===== src/rtl/silo_pkg.sv =====
`timescale 1ns/1ps
package silo_pkg;
    localparam int CHAR_W = 8;
    localparam int TAG_W  = 4;
    localparam int WORD_W = 16;

    typedef struct packed {
        logic              ovr;
        logic              ferr;
        logic              perr;
        logic [TAG_W-1:0]  line;
        logic [CHAR_W-1:0] chr;
    } silo_entry_t;

    typedef enum logic [1:0] {
        ADDR_CTRL  = 2'd0,
        ADDR_RXD   = 2'd1,
        ADDR_ALARM = 2'd2
    } silo_addr_e;

    localparam int CTL_STORE_FLAG = 14;
    localparam int CTL_STORE_EN   = 12;
    localparam int CTL_MCLR       = 11;
    localparam int CTL_MAINT      = 9;
    localparam int CTL_RX_FLAG    = 7;
    localparam int CTL_RX_EN      = 6;
endpackage


===== src/rtl/silo_arbiter.sv =====
`timescale 1ns/1ps
module silo_arbiter #(
    parameter int NUM_LINES = 16,
    parameter int CHAR_W    = 8,
    localparam int LINE_W   = $clog2(NUM_LINES)
) (
    input  logic                          clk,
    input  logic                          rst_n,
    input  logic                          clr,
    input  logic [NUM_LINES-1:0]          rx_valid,
    input  logic [NUM_LINES*CHAR_W-1:0]   rx_data,
    input  logic [NUM_LINES-1:0]          rx_perr,
    input  logic [NUM_LINES-1:0]          rx_ferr,
    output logic                          push,
    output logic [LINE_W-1:0]             push_line,
    output logic [CHAR_W-1:0]             push_chr,
    output logic                          push_perr,
    output logic                          push_ferr,
    output logic                          lost
);
    typedef struct packed {
        logic [NUM_LINES-1:0]             v;
        logic [NUM_LINES-1:0]             pe;
        logic [NUM_LINES-1:0]             fe;
        logic [NUM_LINES-1:0][CHAR_W-1:0] chr;
    } hold_t;

    hold_t             s_d, s_q;
    logic              found;
    logic [LINE_W-1:0] gsel;
    logic              lost_c;

    always_comb begin
        s_d    = s_q;
        found  = 1'b0;
        gsel   = '0;
        lost_c = 1'b0;
        // lowest-numbered waiting line wins
        for (int i = 0; i < NUM_LINES; i++) begin
            if (s_q.v[i] && !found) begin
                found = 1'b1;
                gsel  = LINE_W'(i);
            end
        end
        if (found) s_d.v[gsel] = 1'b0;
        for (int i = 0; i < NUM_LINES; i++) begin
            if (rx_valid[i]) begin
                if (s_q.v[i] && !(found && gsel == LINE_W'(i))) lost_c = 1'b1;
                s_d.v[i]   = 1'b1;
                s_d.pe[i]  = rx_perr[i];
                s_d.fe[i]  = rx_ferr[i];
                s_d.chr[i] = rx_data[i*CHAR_W +: CHAR_W];
            end
        end
        if (clr) begin
            s_d    = '0;
            lost_c = 1'b0;
        end
    end

    always_ff @(posedge clk or negedge rst_n) begin
        if (!rst_n) s_q <= '0;
        else        s_q <= s_d;
    end

    assign push      = found;
    assign push_line = gsel;
    assign push_chr  = s_q.chr[gsel];
    assign push_perr = s_q.pe[gsel];
    assign push_ferr = s_q.fe[gsel];
    assign lost      = lost_c;

    // a granted line is released unless it is refilled in the same cycle
    p_grant_release_r3: assert property (@(posedge clk) disable iff (!rst_n)
        (push && !clr && !rx_valid[push_line]) |=> !s_q.v[$past(push_line)]);

    // a loss needs an occupied holding register
    p_lost_pending_r6: assert property (@(posedge clk) disable iff (!rst_n)
        lost |-> (|s_q.v));
endmodule


===== src/rtl/silo_fifo.sv =====
`timescale 1ns/1ps
module silo_fifo
    import silo_pkg::*;
#(
    parameter int DEPTH   = 64,
    localparam int PTR_W  = $clog2(DEPTH),
    localparam int CNT_W  = $clog2(DEPTH + 1)
) (
    input  logic              clk,
    input  logic              rst_n,
    input  logic              clr,
    input  logic              push,
    input  silo_entry_t       push_entry,
    input  logic              lost,
    input  logic              pop_req,
    output silo_entry_t       head,
    output logic [CNT_W-1:0]  count
);
    typedef struct packed {
        silo_entry_t [DEPTH-1:0] mem;
        logic [PTR_W-1:0]        wr;
        logic [PTR_W-1:0]        rd;
        logic [CNT_W-1:0]        cnt;
        logic                    ovf;
    } fifo_t;

    fifo_t       s_d, s_q;
    logic        do_push, do_pop;
    silo_entry_t wentry;

    always_comb begin
        s_d     = s_q;
        do_pop  = pop_req && (s_q.cnt != '0);
        do_push = push && (s_q.cnt != CNT_W'(DEPTH));
        wentry  = push_entry;
        wentry.ovr = s_q.ovf;
        if (do_push) begin
            s_d.mem[s_q.wr] = wentry;
            s_d.wr  = (s_q.wr == PTR_W'(DEPTH - 1)) ? '0 : s_q.wr + 1'b1;
            s_d.ovf = lost;
        end else begin
            s_d.ovf = s_q.ovf | lost | push;
        end
        if (do_pop)
            s_d.rd = (s_q.rd == PTR_W'(DEPTH - 1)) ? '0 : s_q.rd + 1'b1;
        s_d.cnt = s_q.cnt + CNT_W'(do_push) - CNT_W'(do_pop);
        if (clr) s_d = '0;
    end

    always_ff @(posedge clk or negedge rst_n) begin
        if (!rst_n) s_q <= '0;
        else        s_q <= s_d;
    end

    assign head  = s_q.mem[s_q.rd];
    assign count = s_q.cnt;

    p_no_overflow_r5: assert property (@(posedge clk) disable iff (!rst_n)
        s_q.cnt <= CNT_W'(DEPTH));
    p_full_drop_r5: assert property (@(posedge clk) disable iff (!rst_n)
        (push && s_q.cnt == CNT_W'(DEPTH) && !pop_req && !clr) |=> s_q.cnt == CNT_W'(DEPTH));
    p_empty_pop_r4: assert property (@(posedge clk) disable iff (!rst_n)
        (pop_req && s_q.cnt == '0 && !push && !clr) |=> s_q.cnt == '0);
    p_clear_empty_r9: assert property (@(posedge clk) disable iff (!rst_n)
        clr |=> s_q.cnt == '0);
endmodule


===== src/rtl/silo_rx.sv =====
`timescale 1ns/1ps
module silo_rx
    import silo_pkg::*;
#(
    parameter int NUM_LINES = 16,
    parameter int DEPTH     = 64,
    parameter int ALARM_RST = 16,
    localparam int LINE_W   = $clog2(NUM_LINES),
    localparam int CNT_W    = $clog2(DEPTH + 1)
) (
    input  logic                          clk,
    input  logic                          rst_n,
    input  logic [NUM_LINES-1:0]          rx_valid,
    input  logic [NUM_LINES*CHAR_W-1:0]   rx_data,
    input  logic [NUM_LINES-1:0]          rx_perr,
    input  logic [NUM_LINES-1:0]          rx_ferr,
    input  logic [1:0]                    reg_addr,
    input  logic                          reg_wr,
    input  logic                          reg_rd,
    input  logic [WORD_W-1:0]             reg_wdata,
    output logic [WORD_W-1:0]             reg_rdata,
    output logic                          irq_rx,
    output logic                          irq_store,
    output logic                          loop_en
);
    typedef struct packed {
        logic              store_en;
        logic              rx_en;
        logic              maint;
        logic              store_flag;
        logic [CNT_W-1:0]  alarm;
        logic [WORD_W-1:0] rdata;
    } regs_t;

    localparam regs_t REGS_RST = '{store_en: 1'b0, rx_en: 1'b0, maint: 1'b0,
                                   store_flag: 1'b0, alarm: CNT_W'(ALARM_RST),
                                   rdata: '0};

    regs_t             r_d, r_q;
    logic              mclr, pop_req;
    logic              a_push, a_perr, a_ferr, a_lost;
    logic [LINE_W-1:0] a_line;
    logic [CHAR_W-1:0] a_chr;
    silo_entry_t       a_entry, head;
    logic [CNT_W-1:0]  count;
    logic [WORD_W-1:0] ctrl_word;
    logic              unused_wdata;

    assign mclr    = reg_wr && (reg_addr == ADDR_CTRL) && reg_wdata[CTL_MCLR];
    assign pop_req = reg_rd && (reg_addr == ADDR_RXD) && !mclr;

    silo_arbiter #(.NUM_LINES(NUM_LINES), .CHAR_W(CHAR_W)) u_arb (
        .clk(clk), .rst_n(rst_n), .clr(mclr),
        .rx_valid(rx_valid), .rx_data(rx_data),
        .rx_perr(rx_perr), .rx_ferr(rx_ferr),
        .push(a_push), .push_line(a_line), .push_chr(a_chr),
        .push_perr(a_perr), .push_ferr(a_ferr), .lost(a_lost)
    );

    always_comb begin
        a_entry      = '0;
        a_entry.line = TAG_W'(a_line);
        a_entry.chr  = a_chr;
        a_entry.perr = a_perr;
        a_entry.ferr = a_ferr;
    end

    silo_fifo #(.DEPTH(DEPTH)) u_fifo (
        .clk(clk), .rst_n(rst_n), .clr(mclr),
        .push(a_push), .push_entry(a_entry), .lost(a_lost),
        .pop_req(pop_req), .head(head), .count(count)
    );

    always_comb begin
        ctrl_word                 = '0;
        ctrl_word[CTL_STORE_FLAG] = r_q.store_flag;
        ctrl_word[CTL_STORE_EN]   = r_q.store_en;
        ctrl_word[CTL_MAINT]      = r_q.maint;
        ctrl_word[CTL_RX_FLAG]    = (count != '0);
        ctrl_word[CTL_RX_EN]      = r_q.rx_en;
    end

    always_comb begin
        r_d = r_q;
        if (reg_wr && reg_addr == ADDR_CTRL) begin
            r_d.store_en = reg_wdata[CTL_STORE_EN];
            r_d.rx_en    = reg_wdata[CTL_RX_EN];
            r_d.maint    = reg_wdata[CTL_MAINT];
            if (!reg_wdata[CTL_STORE_FLAG]) r_d.store_flag = 1'b0;
        end
        if (reg_wr && reg_addr == ADDR_ALARM)
            r_d.alarm = reg_wdata[CNT_W-1:0];
        if (count >= r_q.alarm)
            r_d.store_flag = 1'b1;
        if (reg_rd) begin
            if (reg_addr == ADDR_CTRL)
                r_d.rdata = ctrl_word;
            else if (reg_addr == ADDR_RXD)
                r_d.rdata = (count != '0) ? {1'b1, head} : '0;
            else if (reg_addr == ADDR_ALARM)
                r_d.rdata = WORD_W'(r_q.alarm);
            else
                r_d.rdata = '0;
        end
        if (mclr) r_d = REGS_RST;
    end

    always_ff @(posedge clk or negedge rst_n) begin
        if (!rst_n) r_q <= REGS_RST;
        else        r_q <= r_d;
    end

    assign reg_rdata    = r_q.rdata;
    assign irq_rx       = r_q.rx_en & (count != '0);
    assign irq_store    = r_q.store_en & r_q.store_flag;
    assign loop_en      = r_q.maint;
    assign unused_wdata = ^{reg_wdata[15], reg_wdata[13], reg_wdata[10], reg_wdata[8:7]};

    p_mclear_quiet_r9: assert property (@(posedge clk) disable iff (!rst_n)
        mclr |=> (count == '0) && !irq_rx && !irq_store && !loop_en);
    p_store_flag_set_r8: assert property (@(posedge clk) disable iff (!rst_n)
        (count >= r_q.alarm && !mclr) |=> r_q.store_flag);
    p_empty_read_zero_r1: assert property (@(posedge clk) disable iff (!rst_n)
        (reg_rd && reg_addr == ADDR_RXD && count == '0 && !mclr) |=> reg_rdata == '0);
endmodule


===== config.mk =====
export PLATFORM = sky130hd
export DESIGN_NAME = silo_rx
export DESIGN_NICKNAME = d
export VERILOG_FILES = /design/src/rtl/silo_pkg.sv /design/src/rtl/silo_arbiter.sv /design/src/rtl/silo_fifo.sv /design/src/rtl/silo_rx.sv
export SDC_FILE = /design/constraint.sdc
export NUM_CORES = 2
export LEC_CHECK = 0
export BUFFER_PORTS_ARGS = -buffer_cell sky130_fd_sc_hd__buf_4
export CORE_MARGIN = 5
export CORE_UTILIZATION = 67
export DETAILED_ROUTE_END_ITERATION = 6
export GPL_ROUTABILITY_DRIVEN = 0
export PLACE_DENSITY = 0.87
export SYNTH_ARGS = -nofsm -noshare
export SYNTH_HDL_FRONTEND = slang
export SYNTH_SLANG_ARGS = --single-unit

===== constraint.sdc =====
create_clock -name clk -period 6.9 [get_ports clk]
set_input_delay 0.69 -clock clk [delete_from_list [all_inputs] [get_ports clk]]
set_output_delay 0.69 -clock clk [all_outputs]
set_load 0.02 [all_outputs]

# Word level (Yosys, flattened, before mapping)
# Cells that the tools add are included.
# word_totals
reg_bits,1183
in_bits,198
output_inout_bits,19
# classes
n_addsub,4
order_cmp,6
n_eq_ne,21
mux,159
bitwise_logic,6
n_reduce_logical,130
# op_table
op,n
980-bit 2-to-1 mux,1
966-bit 2-to-1 mux,1
960-bit bitwise mux,1
176-bit 2-to-1 mux,1
8-bit 2-to-1 mux,17
1-bit 2-to-1 mux,104
15-bit binary-select mux with 6-bit select,1
15-bit demux with 6-bit select,1
16-bit 2-to-1 mux,5
1-bit logical AND,56
3-bit nonzero test,17
2-bit nonzero test,21
4-bit 2-to-1 mux,9
8-bit binary-select mux with 4-bit select,1
"4-bit == test, second input constant",8
1-bit logical NOT,32
15-bit 2-to-1 mux,2
27-bit 2-to-1 mux,1
6-bit 2-to-1 mux,3
16-bit bitwise AND,1
"4-bit by 3-bit == test with 1-bit output, second input constant",4
16-bit NOT,1
"6-bit by 7-bit less-than comparator with 1-bit output, second input constant",2
7-bit 2-to-1 mux,2
24 further kinds,34

# Logic depth before layout (Yosys ltp)
# depth
depth_word,87
mapped_depth,16
depth_no_buf,15

# Modules after synthesis
# A second synthesis with hierarchy kept.
# hier_totals
cells_unflattened,6176
area_unflattened_um2,58287.2
# by_module_without_submodules
mod,instances,cells_each,area_per_inst_um2
silo_fifo,1,5206,48114.9
silo_arbiter,1,808,8635.8
silo_rx,1,162,1536.5

# Worst setup path after synthesis
# No wires, ideal clock.
# synth_timing
path_kind,register -> register
startpoint,register u_arb.s_q[162] (netlist name)
endpoint,register u_fifo.s_q (netlist bit u_fifo.count[6])
setup_time_ns,0.078
t_arrival_ns,3.649
required_ns,6.822
path_slack_ns,3.173
stages_incl_launch_ff,17
n_path_buf,4
cell_sequence,dfrtp_1 -> buf_6 -> or4_4 -> buf_6 -> nor3_4 -> a22o_1 -> clkbuf_1 -> inv_1 -> clkbuf_1 -> ha_1 -> fa_1 -> a21oi_1 -> o21bai_1 -> a21oi_1 -> nor2_1 -> or3_1 -> a21oi_1
# synth_rtl
element,line_no,source
start: declaration,silo_arbiter.sv:28,"hold_t s_d, s_q;"
start signal: assignment,silo_arbiter.sv:62,if (!rst_n) s_q <= '0;
start signal: assignment,silo_arbiter.sv:63,else s_q <= s_d;
end signal: assignment,silo_fifo.sv:51,if (!rst_n) s_q <= '0;
end signal: assignment,silo_fifo.sv:52,else s_q <= s_d;
end: declaration,silo_fifo.sv:27,"fifo_t s_d, s_q;"

# Worst setup path in the final report
# layout_timing
startpoint,register u_arb.s_q[168] (netlist name)
endpoint,register u_fifo.s_q[530] (netlist name)
# layout_between
elab_chain_len,28
elab_cells_between_ends,38
cone_classes,mux: 21; reduce/logical: 17
# layout_rtl
element,line_no,source
1-bit logical AND *,silo_arbiter.sv:40,if (s_q.v[i] && !found) begin
1-bit 2-to-1 mux,silo_arbiter.sv:40,
1-bit logical NOT,silo_arbiter.sv:40,
1-bit logical AND,silo_arbiter.sv:40,
1-bit 2-to-1 mux,silo_arbiter.sv:40,
1-bit logical NOT,silo_arbiter.sv:40,
1-bit logical AND,silo_arbiter.sv:40,
1-bit 2-to-1 mux,silo_arbiter.sv:40,
[12 not listed],-,
1-bit logical NOT,silo_arbiter.sv:40,
1-bit logical AND,silo_arbiter.sv:40,
4-bit 2-to-1 mux,silo_arbiter.sv:40,
8-bit binary-select mux with 4-bit select,silo_arbiter.sv:68,assign push_chr = s_q.chr[gsel];
8-bit 2-to-1 mux (not written as such),silo_arbiter.sv:68,
960-bit bitwise mux,silo_fifo.sv:38,s_d.mem[s_q.wr] = wentry;
966-bit 2-to-1 mux,silo_fifo.sv:37,if (do_push) begin
980-bit 2-to-1 mux,silo_fifo.sv:47,if (clr) s_d = '0;
# Mark *: on every way between the ends. The rest lies on a longest branch, timed or not. The select of a mux whose other input is x is not followed.
# A chain may end at the register's enable or synchronous reset.

==> summary.txt <==
Outcome
  • Outcome: finished, violations left
  • Failing checks: design-rule violations, max-capacitance violations

Logic synthesis
  • FF+latch count, synth: 1183
  • Post-synthesis sequential area ratio: 55.7%
  • Mean Syn Cell Area: 13.6 sq um
  • Synth cell types: 79
  • Synth Instances: 3909
  • Post-synthesis async set-or-reset flop share: between 90% and 100%
  • Post-Syn Nets: 4126
  • Cell area after synthesis: 53200 sq um
  • Prevailing post-synth register cell: dfrtp_1
  • Synth warnings: 0
  • Post-synth EDFFs: 0

STA
  • Max Slew Vio Count: 0
  • RSZ-0062 raised after global routing: no
  • Final worst slack: a little under 2 ns
  • Final hold violation count: 0
  • Worst Max-Slew Pin Slew: roughly 1.5 ns
  • Fin Clk Skew: about 0.041 ns
  • Worst hold slack: 0.216 ns
  • Period utilisation layout: 71.6%
  • Final setup TNS: 0 ns
  • Max Clk Rate: 0.202 GHz
  • Final worst path period need: 4.94 ns
  • Final setup violation count: 0
  • Max-slew headroom: less than 1%

GRT
  • First-pass GRT wire length: 263000 um
  • Vias in the first global route: 41300
  • Largest net degree at the start of global routing: between 150 and 200
  • Initial antenna violation count: 3
  • Total grt overflow: 0
  • GR Util All Layers: 40.3%

Detailed routing
  • Avg Vias per Cell: 8.02
  • Post-route ant nets: 0
  • Routed via count: between 40000 and 50000
  • DRC viols: 50
  • Drt pass-1 iters: 7
  • Detailed Route Iter0 Violations: 6835
  • Per-cell routed wire length: 34.0 um
  • Final wirelength: about 170000 um

Hold path
  • Worst Hold Depth: 3
  • Hold crit path type: in2reg
  • Hold path startpoint: rx_data[113]
  • Hold Crit Endpoint: u_arb.s_q[113]$_DFFE_PN0P_

Layout
  • Fin cells: 5113
  • Layout area overhead: 12.3%
  • Nets: 4186
  • Fillers: 4313
  • Layout cells sized above 1: between 20% and 30%

Floorplanning
  • Row count: 103
  • # IOs: 217
  • Die area: 85100 sq um
  • Die width: 292 um
  • Initial core utilization: between 60% and 70%
  • Die height: 292 um
  • Core box area: 78900 sq um

Setup path
  • Cell count of the worst reg-to-reg path: 9
  • Worst r2r dst: u_fifo.s_q[530]$_DFFE_PN0P_
  • Required @ worst endpoint: 7.52 ns
  • R2R setup slack: 1.96 ns
  • Setup crit end kind: register
  • Setup CP Type: reg2reg
  • Worst setup SP type: register
  • Crit path DAT: 5.56 ns
  • RR Startpoint: u_arb.s_q[168]$_DFFE_PN0P_
  • Worst Path Max Fanout: between 60 and 70

Pwr
  • PwrDens: 381 nW/um^2
  • Max VDD drop: 0.293 mV
  • Leakage: ~27 nW

Clock network
  • CTS sink count: 1183
  • Post-cts sizing count: 0
  • Skew-Pair Late Insertion Delay: 0.73 ns
  • Clk pin slew, worst setup/hold paths: 0.07 ns
  • Clock Tree Buf Depth: 3
  • TritonCTS Buffers: 112
  • CTS tree: done
  • Clk root buf: clkbuf_16
  • H-Tree Depth: 3

Job
  • Max Cap Viol: 1

Placed design
  • Post-Place Setup Slack: around 2.3 ns
  • Detail Placement HPWL: 100000 um
  • PortBufs: roughly 210
  • Placed Cells: ~4900
report_power, final:
group | switching, W | total [W] | internal (W)
sequential | 0.00128 | 0.00985 | 0.00856
combinational | 0.00345 | 0.00633 | 0.00287
clock | 0.00281 | 0.00661 | 0.00380
total | 0.00754 | 0.0228 | 0.0152
worst max path at each step:
| stage | end | slack (ns) | cells after the start | startpoint |
|---|---|---|---|---|
| floorplan | u_fifo.count[6]$_DFF_PN0_ | 3.17 | 16 | u_arb.s_q[162]$_DFFE_PN0P_ |
| global placement | u_fifo.s_q[126]$_DFFE_PN0P_ | 2.42 | 9 | u_arb.s_q[168]$_DFFE_PN0P_ |
| detailed placement | u_fifo.s_q[200]$_DFFE_PN0P_ | 2.34 | 9 | u_arb.s_q[168]$_DFFE_PN0P_ |
| CTS | u_fifo.s_q[530]$_DFFE_PN0P_ | 2.20 | 9 | u_arb.s_q[168]$_DFFE_PN0P_ |
| global route | u_fifo.s_q[530]$_DFFE_PN0P_ | 1.95 | 9 | u_arb.s_q[168]$_DFFE_PN0P_ |
| finish | u_fifo.s_q[530]$_DFFE_PN0P_ | 1.96 | 9 | u_arb.s_q[168]$_DFFE_PN0P_ |
worst max-delay path: stages, from the launching register on:
cell       delay, ns
dfrtp_1         0.54
or4_1           0.72
nor3_4          0.38
nand3_2         0.36
nand2_4         0.47
mux2i_1         0.23
a2111o_1        0.48
a2111oi_4       0.32
buf_4           0.89
a22o_1          0.34
sequential cells by signal, indices dropped and copies added (netlist names):
register      flops
u_fifo.count      7
ctrl_word         3
loop_en           1
reg_rdata        16
u_arb.s_q       176
u_fifo.s_q      973
r_q               7
kinds of logic (layout without fill, tap and decap cells):
family                   count (synthesis)  in the layout  synth area share [%]
XOR/XNOR                                 9              9                 0.148
adder cells (fa/ha/maj)                 19             19                 0.461
buffers and inverters                  437            590                  3.45
other                                    0              1                     0
flip-flops                            1183           1183                  55.7
AND/OR/NAND/NOR                        519            519                  4.34
multiplexers                           512            512                  16.7
AO/OA/AOI/OAI                         1230           1230                  19.2
Yosys cell counts, types with 6 or more instances:
cell | number | area [sq um]
dfrtp_1 | 1182 | 29600
a22o_1 | 966 | 8460
nor2_1 | 315 | 1180
clkbuf_1 | 302 | 1130
mux4_2 | 300 | 6760
mux2i_1 | 209 | 2090
a21oi_1 | 105 | 526
nand2_1 | 75 | 282
buf_2 | 51 | 255
o21ai_0 | 41 | 205
buf_1 | 30 | 113
o22ai_1 | 29 | 181
inv_1 | 28 | 105
nand3_1 | 26 | 130
nor3_1 | 20 | 100
ha_1 | 18 | 225
buf_4 | 17 | 128
and2_1 | 11 | 68.8
a31oi_1 | 9 | 56.3
and3_1 | 9 | 56.3
buf_6 | 9 | 101
nor4_1 | 9 | 56.3
o211ai_1 | 8 | 60.1
a221o_1 | 7 | 70.1
nand2b_1 | 7 | 43.8
nand4_1 | 6 | 37.5
nor2b_1 | 6 | 37.5
or3_1 | 6 | 37.5
final cells by class:
cell class / instances / area [sq um] / share of cell area (%)
well taps: 1050 / 1310 / 2.20
diodes: 1 / 2.50 / 0.00419
repair buffers: 355 / 2840 / 4.75
inverters: 28 / 105 / 0.176
flip-flops and latches: 1183 / 29600 / 49.6
clock buffers: 151 / 3170 / 5.31
clock inverters: 56 / 761 / 1.27
multi-input cells: 2289 / 21900 / 36.7
routing by layer:
layer	GRT usage, %	share of wire, %
met2	58.7	44
met5	1.16	0.070
met3	16.2	16
met4	20.3	7.1
met1	53.5	33
cells in the final DEF, fill, tap and decap left out, types with 20 or more instances in the layout:
cell,netlist,final
nand3_1,26,26
inv_1,28,28
a21oi_2,0,22
o21ai_0,41,41
nor2_1,315,311
mux2i_1,209,209
buf_4,17,340
nor3_1,20,20
a21oi_1,105,82
mux4_2,300,300
clkbuf_8,0,20
a22o_1,966,966
clkinv_2,0,30
nand2_1,75,72
dfrtp_1,1182,1176
o22ai_1,29,29
clkbuf_16,0,113
timing repair:
item	4_1_cts	5_1_grt
buffers inserted	0	0
hold endpoints to repair	43	0
hold buffers	1	0
through the flow:
| step | power, W | area (sq um) | util [%] |
|---|---|---|---|
| 4_1_cts | 0.0224 | 59700 | 75.7 |
| 3_5_place_dp | 0.0157 | 55800 | 70.7 |
| 6_report | 0.0228 | 59700 | 75.7 |
| 2_1_floorplan | 0.0135 | 53200 | - |
| 3_3_place_gp | 0.0154 | 55800 | 70.7 |
| 5_1_grt | 0.0234 | 59700 | 75.7 |
Note: power is estimated with default switching activity, not from simulation.
